<file path="config.mk">
export PLATFORM = sky130hd
export DESIGN_NAME = epp_cycle_engine
export DESIGN_NICKNAME = d
export VERILOG_FILES = /design/src/rtl/epp_pkg.sv /design/src/rtl/epp_ctrl.sv /design/src/rtl/epp_datapath.sv /design/src/rtl/epp_cycle_engine.sv
export SDC_FILE = /design/constraint.sdc
export NUM_CORES = 1
export LEC_CHECK = 0
export ABC_AREA = 1
export BUFFER_PORTS_ARGS = -buffer_cell sky130_fd_sc_hd__buf_2
export CORE_ASPECT_RATIO = 0.7
export CORE_MARGIN = 3
export CORE_UTILIZATION = 57
export CTS_BUF_LIST = sky130_fd_sc_hd__clkbuf_8
export CTS_CLUSTER_SIZE = 12
export DETAILED_ROUTE_END_ITERATION = 8
export GPL_ROUTABILITY_DRIVEN = 0
export PLACE_DENSITY = 0.83
export SLEW_MARGIN = 0
export SYNTH_ARGS = -nofsm -noshare
export SYNTH_HDL_FRONTEND = slang
export SYNTH_SLANG_ARGS = --single-unit
</file>
<file path="constraint.sdc">
create_clock -name clk -period 1.53 [get_ports clk]
set_input_delay 0 -clock clk [delete_from_list [all_inputs] [get_ports clk]]
set_output_delay 0 -clock clk [all_outputs]
set_load 0.05 [all_outputs]
</file>
<file path="src/rtl/epp_pkg.sv">
package epp_pkg;

  typedef enum logic [1:0] {
    ST_IDLE   = 2'd0,
    ST_ACTIVE = 2'd1,
    ST_DONE   = 2'd2
  } eppState_t;

  // strobes from control to datapath
  typedef struct packed {
    logic idle;
    logic start;
    logic active;
    logic latch;
    logic timeout;
    logic done;
  } eppCtl_t;

  localparam int CTRL_STB_BIT  = 0;
  localparam int CTRL_AFD_BIT  = 1;
  localparam int CTRL_INIT_BIT = 2;
  localparam int CTRL_DIR_BIT  = 5;

endpackage

</file>
<file path="src/rtl/epp_ctrl.sv">
module epp_ctrl
  import epp_pkg::*;
#(
  parameter int TIMEOUT_CYC = 500
) (
  input  logic    clk,
  input  logic    rstN,
  input  logic    eppReq,
  input  logic    nWait,
  output eppCtl_t ctl
);
  localparam int CW = $clog2(TIMEOUT_CYC + 1);
  localparam logic [CW-1:0] LAST = CW'(TIMEOUT_CYC - 1);

  eppState_t state;
  logic [CW-1:0] wdCount;

  always_ff @(posedge clk) begin
    if (!rstN) begin
      state   <= ST_IDLE;
      wdCount <= '0;
    end else begin
      case (state)
        ST_IDLE: begin
          if (eppReq) begin
            state   <= ST_ACTIVE;
            wdCount <= '0;
          end
        end
        ST_ACTIVE: begin
          if (nWait || wdCount == LAST) state <= ST_DONE;
          else wdCount <= wdCount + 1'b1;
        end
        ST_DONE: state <= ST_IDLE;
        default: state <= ST_IDLE;
      endcase
    end
  end

  always_comb begin
    ctl.idle    = (state == ST_IDLE);
    ctl.start   = (state == ST_IDLE) && eppReq;
    ctl.active  = (state == ST_ACTIVE);
    ctl.latch   = (state == ST_ACTIVE) && nWait;
    ctl.timeout = (state == ST_ACTIVE) && !nWait && (wdCount == LAST);
    ctl.done    = (state == ST_DONE);
  end

endmodule

</file>
<file path="src/rtl/epp_datapath.sv">
module epp_datapath
  import epp_pkg::*;
#(
  parameter int DW = 8
) (
  input  logic          clk,
  input  logic          rstN,
  input  eppCtl_t       ctl,
  input  logic          eppReq,
  input  logic [2:0]    hostAddr,
  input  logic          hostWr,
  input  logic          hostRd,
  input  logic [DW-1:0] hostWdata,
  output logic [DW-1:0] hostRdata,
  input  logic [DW-1:0] pdIn,
  output logic [DW-1:0] pdOut,
  output logic          pdOutEn,
  output logic          wrN,
  output logic          dStb,
  output logic          strobeOut,
  output logic          autoFdOut,
  output logic          initOut
);
  localparam logic [DW-1:0] ALL_ONES = '1;

  logic [DW-1:0] dataReg, cycData, rdLatch;
  logic [DW-1:0] ctrlReg;
  logic          toFlag, cycWrite, regWe, dirBit, stbBit;

  assign dirBit = ctrlReg[CTRL_DIR_BIT];
  assign stbBit = ctrlReg[CTRL_STB_BIT];
  assign regWe  = hostWr && ctl.idle && !eppReq;

  always_ff @(posedge clk) begin
    if (!rstN) begin
      dataReg  <= '0;
      ctrlReg  <= '0;
      toFlag   <= 1'b0;
      cycData  <= '0;
      cycWrite <= 1'b0;
      rdLatch  <= '0;
    end else begin
      if (regWe) begin
        case (hostAddr)
          3'd0: dataReg <= hostWdata;
          3'd1: if (hostWdata[0]) toFlag <= 1'b0;
          3'd2: begin
            ctrlReg <= '0;
            ctrlReg[CTRL_STB_BIT]  <= hostWdata[CTRL_STB_BIT];
            ctrlReg[CTRL_AFD_BIT]  <= hostWdata[CTRL_AFD_BIT];
            ctrlReg[CTRL_INIT_BIT] <= hostWdata[CTRL_INIT_BIT];
            ctrlReg[CTRL_DIR_BIT]  <= hostWdata[CTRL_DIR_BIT];
          end
          default: ;
        endcase
      end
      if (ctl.start) begin
        cycData  <= hostWdata;
        cycWrite <= hostWr && !dirBit;
      end
      if (ctl.latch)   rdLatch <= pdIn;
      if (ctl.timeout) begin
        rdLatch <= ALL_ONES;
        toFlag  <= 1'b1;
      end
    end
  end

  // parallel-side drive
  always_comb begin
    dStb = ctl.active;
    if (ctl.active) begin
      pdOutEn = cycWrite || stbBit;
      wrN     = !(cycWrite || stbBit);
      pdOut   = cycData;
    end else begin
      pdOutEn = !dirBit;
      wrN     = 1'b1;
      pdOut   = dataReg;
    end
    strobeOut = ctrlReg[CTRL_STB_BIT];
    autoFdOut = ctrlReg[CTRL_AFD_BIT];
    initOut   = ctrlReg[CTRL_INIT_BIT];
  end

  // host read mux
  always_comb begin
    hostRdata = '0;
    if (ctl.done) begin
      hostRdata = rdLatch;
    end else if (hostRd) begin
      case (hostAddr)
        3'd0:    hostRdata = dirBit ? pdIn : dataReg;
        3'd1:    hostRdata = {{(DW-1){1'b0}}, toFlag};
        3'd2:    hostRdata = ctrlReg;
        3'd3:    hostRdata = '0;
        default: hostRdata = ALL_ONES;
      endcase
    end
  end

endmodule

</file>
<file path="src/rtl/epp_cycle_engine.sv">
module epp_cycle_engine
  import epp_pkg::*;
#(
  parameter int CLK_MHZ = 50,
  parameter int DW      = 8
) (
  input  logic          clk,
  input  logic          rstN,
  input  logic          eppMode,
  input  logic [2:0]    hostAddr,
  input  logic          hostWr,
  input  logic          hostRd,
  input  logic [DW-1:0] hostWdata,
  output logic [DW-1:0] hostRdata,
  output logic          hostReady,
  input  logic [DW-1:0] pdIn,
  output logic [DW-1:0] pdOut,
  output logic          pdOutEn,
  output logic          wrN,
  output logic          dStb,
  input  logic          nWait,
  output logic          strobeOut,
  output logic          autoFdOut,
  output logic          initOut
);
  localparam int TIMEOUT_CYC = CLK_MHZ * 10;

  eppCtl_t ctl;
  logic    eppReq, anyReq;

  assign anyReq    = hostWr || hostRd;
  assign eppReq    = eppMode && hostAddr[2] && anyReq;
  assign hostReady = ctl.done || (ctl.idle && anyReq && !eppReq);

  epp_ctrl #(.TIMEOUT_CYC(TIMEOUT_CYC)) u_ctrl (
    .clk    (clk),
    .rstN   (rstN),
    .eppReq (eppReq),
    .nWait  (nWait),
    .ctl    (ctl)
  );

  epp_datapath #(.DW(DW)) u_dp (
    .clk       (clk),
    .rstN      (rstN),
    .ctl       (ctl),
    .eppReq    (eppReq),
    .hostAddr  (hostAddr),
    .hostWr    (hostWr),
    .hostRd    (hostRd),
    .hostWdata (hostWdata),
    .hostRdata (hostRdata),
    .pdIn      (pdIn),
    .pdOut     (pdOut),
    .pdOutEn   (pdOutEn),
    .wrN       (wrN),
    .dStb      (dStb),
    .strobeOut (strobeOut),
    .autoFdOut (autoFdOut),
    .initOut   (initOut)
  );

endmodule

</file>
# [Word-level counts from Yosys, hierarchy flattened]
# Cells that the tools add are included.
[totals] romBits=0 latch_bits=0 inputBits=25 output_inout_bits=23 reg_bits=41 memories=0 elab_cells=68 ramBits=0
[classes] n_reduce_logical=31 n_mux=19 multipliers=0 eq_ne=9 n_bitwise=0 n_shift=0 order_cmp=0 div_mod_pow=0 addsub=1
[op_table] cell="8-bit 2-to-1 mux" n=6
[op_table] cell="8-bit case mux with 4 select lines" n=1
[op_table] cell="9-bit 2-to-1 mux" n=2
[op_table] cell="9-bit case mux with 2 select lines" n=1
[op_table] cell="1-bit logical AND" n=11
[op_table] cell="2-bit nonzero test" n=5
[op_table] cell="9-bit by 1-bit adder with 9-bit output (second input constant)" n=1
[op_table] cell="9-bit equality test (second input constant)" n=1
[op_table] cell="3-bit by 2-bit equality test with 1-bit output (second input constant)" n=2
[op_table] cell="1-bit 2-to-1 mux" n=6
[op_table] cell="2-bit AND reduction" n=3
[op_table] cell="3-bit AND reduction" n=2
[op_table] cell="1-bit logical NOT" n=4
[op_table] cell="1-bit logical OR" n=4
[op_table] cell="2-bit 2-to-1 mux" n=2
[op_table] cell="2-bit by 1-bit != test with 1-bit output (second input constant)" n=2
[op_table] cell="2-bit case mux with 2 select lines" n=1
[op_table] cell="3-bit by 1-bit equality test with 1-bit output (second input constant)" n=1
[op_table] cell="3-bit logical NOT" n=1
[op_table] cell="2-bit by 1-bit equality test with 1-bit output (second input constant)" n=1
[op_table] cell="2-bit equality test (second input constant)" n=1
[op_table] cell="2-bit logical NOT" n=1
[op_table] cell="2-bit != test (second input constant)" n=1

# [Depth between registers and ports, before layout]
[depth] ltp_word=6 mapped_depth=9 depth_no_buf=9

# [By module]
# From an unflattened synthesis, not the netlist that was laid out.
[unflattened] cells_unflattened=333 hier_area_um2=2200.9
[modules_own_cells] module="epp_datapath" seq_area_each_um2=600.6 n_inst=1 area_per_inst_um2=1584.0 cells_each=241
[modules_own_cells] module="epp_ctrl" seq_area_each_um2=220.2 n_inst=1 area_per_inst_um2=584.3 cells_each=84
[modules_own_cells] module="epp_cycle_engine" seq_area_each_um2=0.0 n_inst=1 area_per_inst_um2=32.5 cells_each=8

# [Least setup slack after synthesis]
# OpenSTA, ideal clock, no wires.
[synth_path] path_type="register to output" startpoint="register u_dp.ctrlReg[0]" endpoint="output pdOutEn" t_arrival_ns=2.706 n_path_buf=0 t_required_ns=1.530 stages_incl_launch_ff=3 setup_slack_ns=-1.176 path_cell_list="dfxtp_1 o21ai_0 o21ai_0"
[synth_via] elab_chain_cells=2
[synth_rtl] element="from (decl)" line="epp_datapath.sv:27" text="logic [DW-1:0] ctrlReg;"
[synth_rtl] element="from (signal, indexed assignment)" line="epp_datapath.sv:49" text="ctrlReg[CTRL_STB_BIT] <= hostWdata[CTRL_STB_BIT];"
[synth_rtl] element="from (signal, indexed assignment)" line="epp_datapath.sv:50" text="ctrlReg[CTRL_AFD_BIT] <= hostWdata[CTRL_AFD_BIT];"
[synth_rtl] element="from (signal, indexed assignment)" line="epp_datapath.sv:51" text="ctrlReg[CTRL_INIT_BIT] <= hostWdata[CTRL_INIT_BIT];"
[synth_rtl] element="1-bit logical OR" line="epp_datapath.sv:73" text="pdOutEn = cycWrite || stbBit;"
[synth_rtl] element="1-bit 2-to-1 mux" line="epp_datapath.sv:72" text="if (ctl.active) begin"
[synth_rtl] element="to (decl)" line="epp_cycle_engine.sv:18" text="output logic pdOutEn,"
# No other way between the ends.

# [Worst setup path after layout]
[layout_path] startpoint="register u_ctrl.state[0]" endpoint="output pdOut[6]"
[layout_via] elab_chain_cells=2
[layout_rtl] element="from (decl)" line="epp_ctrl.sv:15" text="eppState_t state;"
[layout_rtl] element="from (signal assigned)" line="epp_ctrl.sv:20" text="state <= ST_IDLE;"
[layout_rtl] element="from (signal assigned)" line="epp_ctrl.sv:26" text="state <= ST_ACTIVE;"
[layout_rtl] element="from (signal assigned)" line="epp_ctrl.sv:31" text="if (nWait || wdCount == LAST) state <= ST_DONE;"
[layout_rtl] element="2-bit by 1-bit equality test with 1-bit output" line="epp_ctrl.sv:43" text="ctl.active = (state == ST_ACTIVE);"
[layout_rtl] element="8-bit 2-to-1 mux" line="epp_datapath.sv:72"
[layout_rtl] element="to (decl)" line="epp_cycle_engine.sv:17" text="output logic [DW-1:0] pdOut,"
# No other way between the ends.

==> results.yml <==
die:
  io_pins: 48
  die_area_sq_mm: 0.004915
  die_w_um: 82.52
  start_util: 0.6286
  fp.coreArea_sq_mm: 0.003716
  row_count: 18
  fp.dieH_um: 59.56
synthesis:
  yosys_most_used_dff: "dfxtp_1"
  synth.most_common_cell: "nand2_1"
  synth-edff-count: 0
  synth.avg_cell_area_sq_um: 6.674
  ys.warnings.count: 0
  yosysTopAreaCellShare: 0.3514
  ys_ff_latch: 41
  yosys.area.top_type: "dfxtp_1"
  synth_fp_nets: 376
  synth_commonest_cells: "103 x nand2_1, 46 x inv_1, 41 x dfxtp_1, 31 x a21oi_1, 31 x nand3_1"
  synth_cell_types: 33
  ys_seq_area_frac: 0.3514
  syn_inst: 350
  async_reset_ff_frac: 0
  synth.top_cells.by_area: "dfxtp_1 35%, nand2_1 17%, inv_1 7.4%, a21oi_1 6.6%, nand3_1 6.6%"
  synth_area_sq_mm: 0.002336
hold_path:
  whs_path_depth: 3
  hold_end: "u_ctrl.wdCount[0]"
  holdCritStartpoint: "rstN"
  min_path_type: "input pin to register"
sta:
  finalHoldViolations: 0
  slew_viol_final: 0
  min_period_ps: 1521
  finalWorstSetupSlack_ps: 9.394
  timing.fmax_mhz: 657.6
  fin_skew_ps: 3.126
  hold-worst-slack_ps: 107.6
  fin_tns_setup_ps: 0
  setup_viol: 0
  relSlewSlack: 0.7691
  period_share: 0.9939
  worst_slew_pin_slew_ps: 346.4
detailed_routing:
  drt_iter0_markers: 315
  avgViaCountPerCell: 5.560
  drtAntennaViolNets: 0
  wirelength_mm: 6.893
  vias: 2630
  wl_per_cell_um: 14.57
  dr.pass1.iters: 5
  drc: 0
setup_path:
  r2r_cells: 8
  cp-start-kind: "register"
  max_stage_delay_ps: 380
  r2r_start: "u_ctrl.wdCount[1]"
  worstPathCellList: "inv_2, nor2_4, clkinvlp_4, buf_4, nand2_1, nand2_1, clkbuf_4"
  cp_max_fo: 5
  crit_family: "buffers and inverters"
  r2r_end: "u_ctrl.wdCount[5]"
  cp.depth: 7
  path_buf_inv: 4
  rrSetupSlack_ps: 30
  cpMaxStageDelayCell: "dfxtp_4"
  critPathRequiredTime_ps: 1530
  endpoint_kind: "output port"
  criticalPathCategory: "register to output port"
  cpMostUsedCell: "nand2_1"
  cp.arrival_ps: 1520
global_route:
  grt_usage: 0.2764
  overflow: 0
  grt_max_degree: 25
  grt_pass1_vias: 2235
  antenna_found_initial: 0
  grt_first_pass_wirelength_mm: 10.30
clocking:
  htree_levels: 2
  clk_latency_ps: 300
  clock_path_buffers: 2
  clk_pin_slew_worst_paths_ps: 80
  cts-root-buf: "clkbuf_8"
  cts_tree: "yes"
  cts_num_sinks: 41
  cts_buffers: 5
flow_run:
  maxCapViolCount: 0
power_and_ir_drop:
  p_leak_nw: 1.486
  power_density_mw_per_mm2: 816.1
  peakVddDrop_mv: 0.6682
  p_total_mw: 2.517
cells_and_area:
  area_growth_pct: 32.03
  final_cells: 473
  fin_nets: 449
  diodes: 0
  multi_input_area_sq_mm: 0.001287
  fillCellCount: 268
  drive_gt1_frac: 0.2624
  seq_area_sq_um: 833.3
placement:
  hpwlAfterDp_mm: 4.369
  pre_cts_slack_ps: 44.70
  port_buffers: 47
  dp.cells: 440
status:
  status: "finished, final reports clean"
==> worst max path at each step <==
stage	slack (ps)	start	end
detailed placement	40	u_ctrl.wdCount[0]	u_ctrl.wdCount[5]
floorplan	-250	u_ctrl.state[1]	hostRdata[0]
CTS	0.5	u_ctrl.state[0]	pdOut[0]
global route	-40	u_ctrl.wdCount[1]	u_ctrl.wdCount[5]
global placement	110	u_ctrl.wdCount[0]	u_ctrl.wdCount[2]
finish	9	u_ctrl.state[0]	pdOut[6]
==> layout by cell type (no fill, tap or decap), drive strengths merged <==
cell type,n
a21oi,35
buf,57
bufinv,1
clkbuf,9
clkinv,3
clkinvlp,1
dfxtp,41
dlygate4sd3,17
ha,1
inv,48
nand2,110
nand3,34
nand3b,1
nand4,5
nor2,24
nor3,3
o211ai,8
o21ai,20
o21bai,1
o22ai,4
==> sequential cells by signal (all words and copies together) (netlist names) <==
name,flops
u_dp.rdLatch,8
u_dp.toFlag,1
u_dp.cycData,8
u_ctrl.wdCount,9
u_dp.ctrlReg,4
u_dp.cycWrite,1
u_ctrl.state,2
u_dp.dataReg,8
==> logic make-up (layout without fill, tap and decap cells) <==
kind of cell    after synthesis  after routing  synth area share
simple gates                177            177            0.3589
compound gates               68             68            0.1671
buf+inv                      63            136            0.1173
flops                        41             41            0.3514
fa+ha+maj                     1              1          0.005355
==> metrics by stage <==
stage | utilization | cell area [sq um]
after CTS | 0.7855 | 2919
after detailed placement | 0.7051 | 2620
final | 0.8300 | 3084
after floorplan | - | 2340
after global routing | 0.8300 | 3084
after global placement | 0.7051 | 2620
==> metal layers <==
| layer | vias to the layer above | global-route usage | wire (um) |
|---|---|---|---|
| met4 | 0 | 0.08159 | 99 |
| li1 | 1276 | - | - |
| met2 | 171 | 0.3973 | 3056 |
| met3 | 14 | 0.08055 | 853 |
| met1 | 1169 | 0.3989 | 2884 |
| met5 | - | 0 | 0 |
==> power by group <==
part	switching [mW]	total (mW)	internal, mW
Combinational	0.350	0.542	0.192
Clock	0.378	0.852	0.474
Sequential	0.0228	1.12	1.10
Total	0.750	2.52	1.77
==> cell type report <==
cell class | instances | share of cell area
clock buffers | 5 | 0.02231
clock inverters | 2 | 0.01136
inverters | 51 | 0.06491
multi-input cells | 246 | 0.4174
flip-flops and latches | 41 | 0.2702
well taps | 50 | 0.02028
repair buffers | 78 | 0.1935
==> worst reg2reg max path: cells and delay by family, from the launching register on <==
kind	cells	cell delay [ps]
AND/OR/NAND/NOR	6	640
adder cells (fa/ha/maj)	1	230
AO/OA/AOI/OAI	1	180
flip-flops	1	360
==> timing repair <==
| action | CTS | global route |
|---|---|---|
| pin swaps | 1 | 3 |
| buffers inserted | 2 | 6 |
| hold endpoints to repair | 16 | 1 |
| hold buffers | 16 | 1 |
| endpoints found under the setup margin | 17 | 35 |
| resized for setup | 9 | 35 |
| gates cloned | 0 | 1 |
Power figures use the tool's default switching activity.
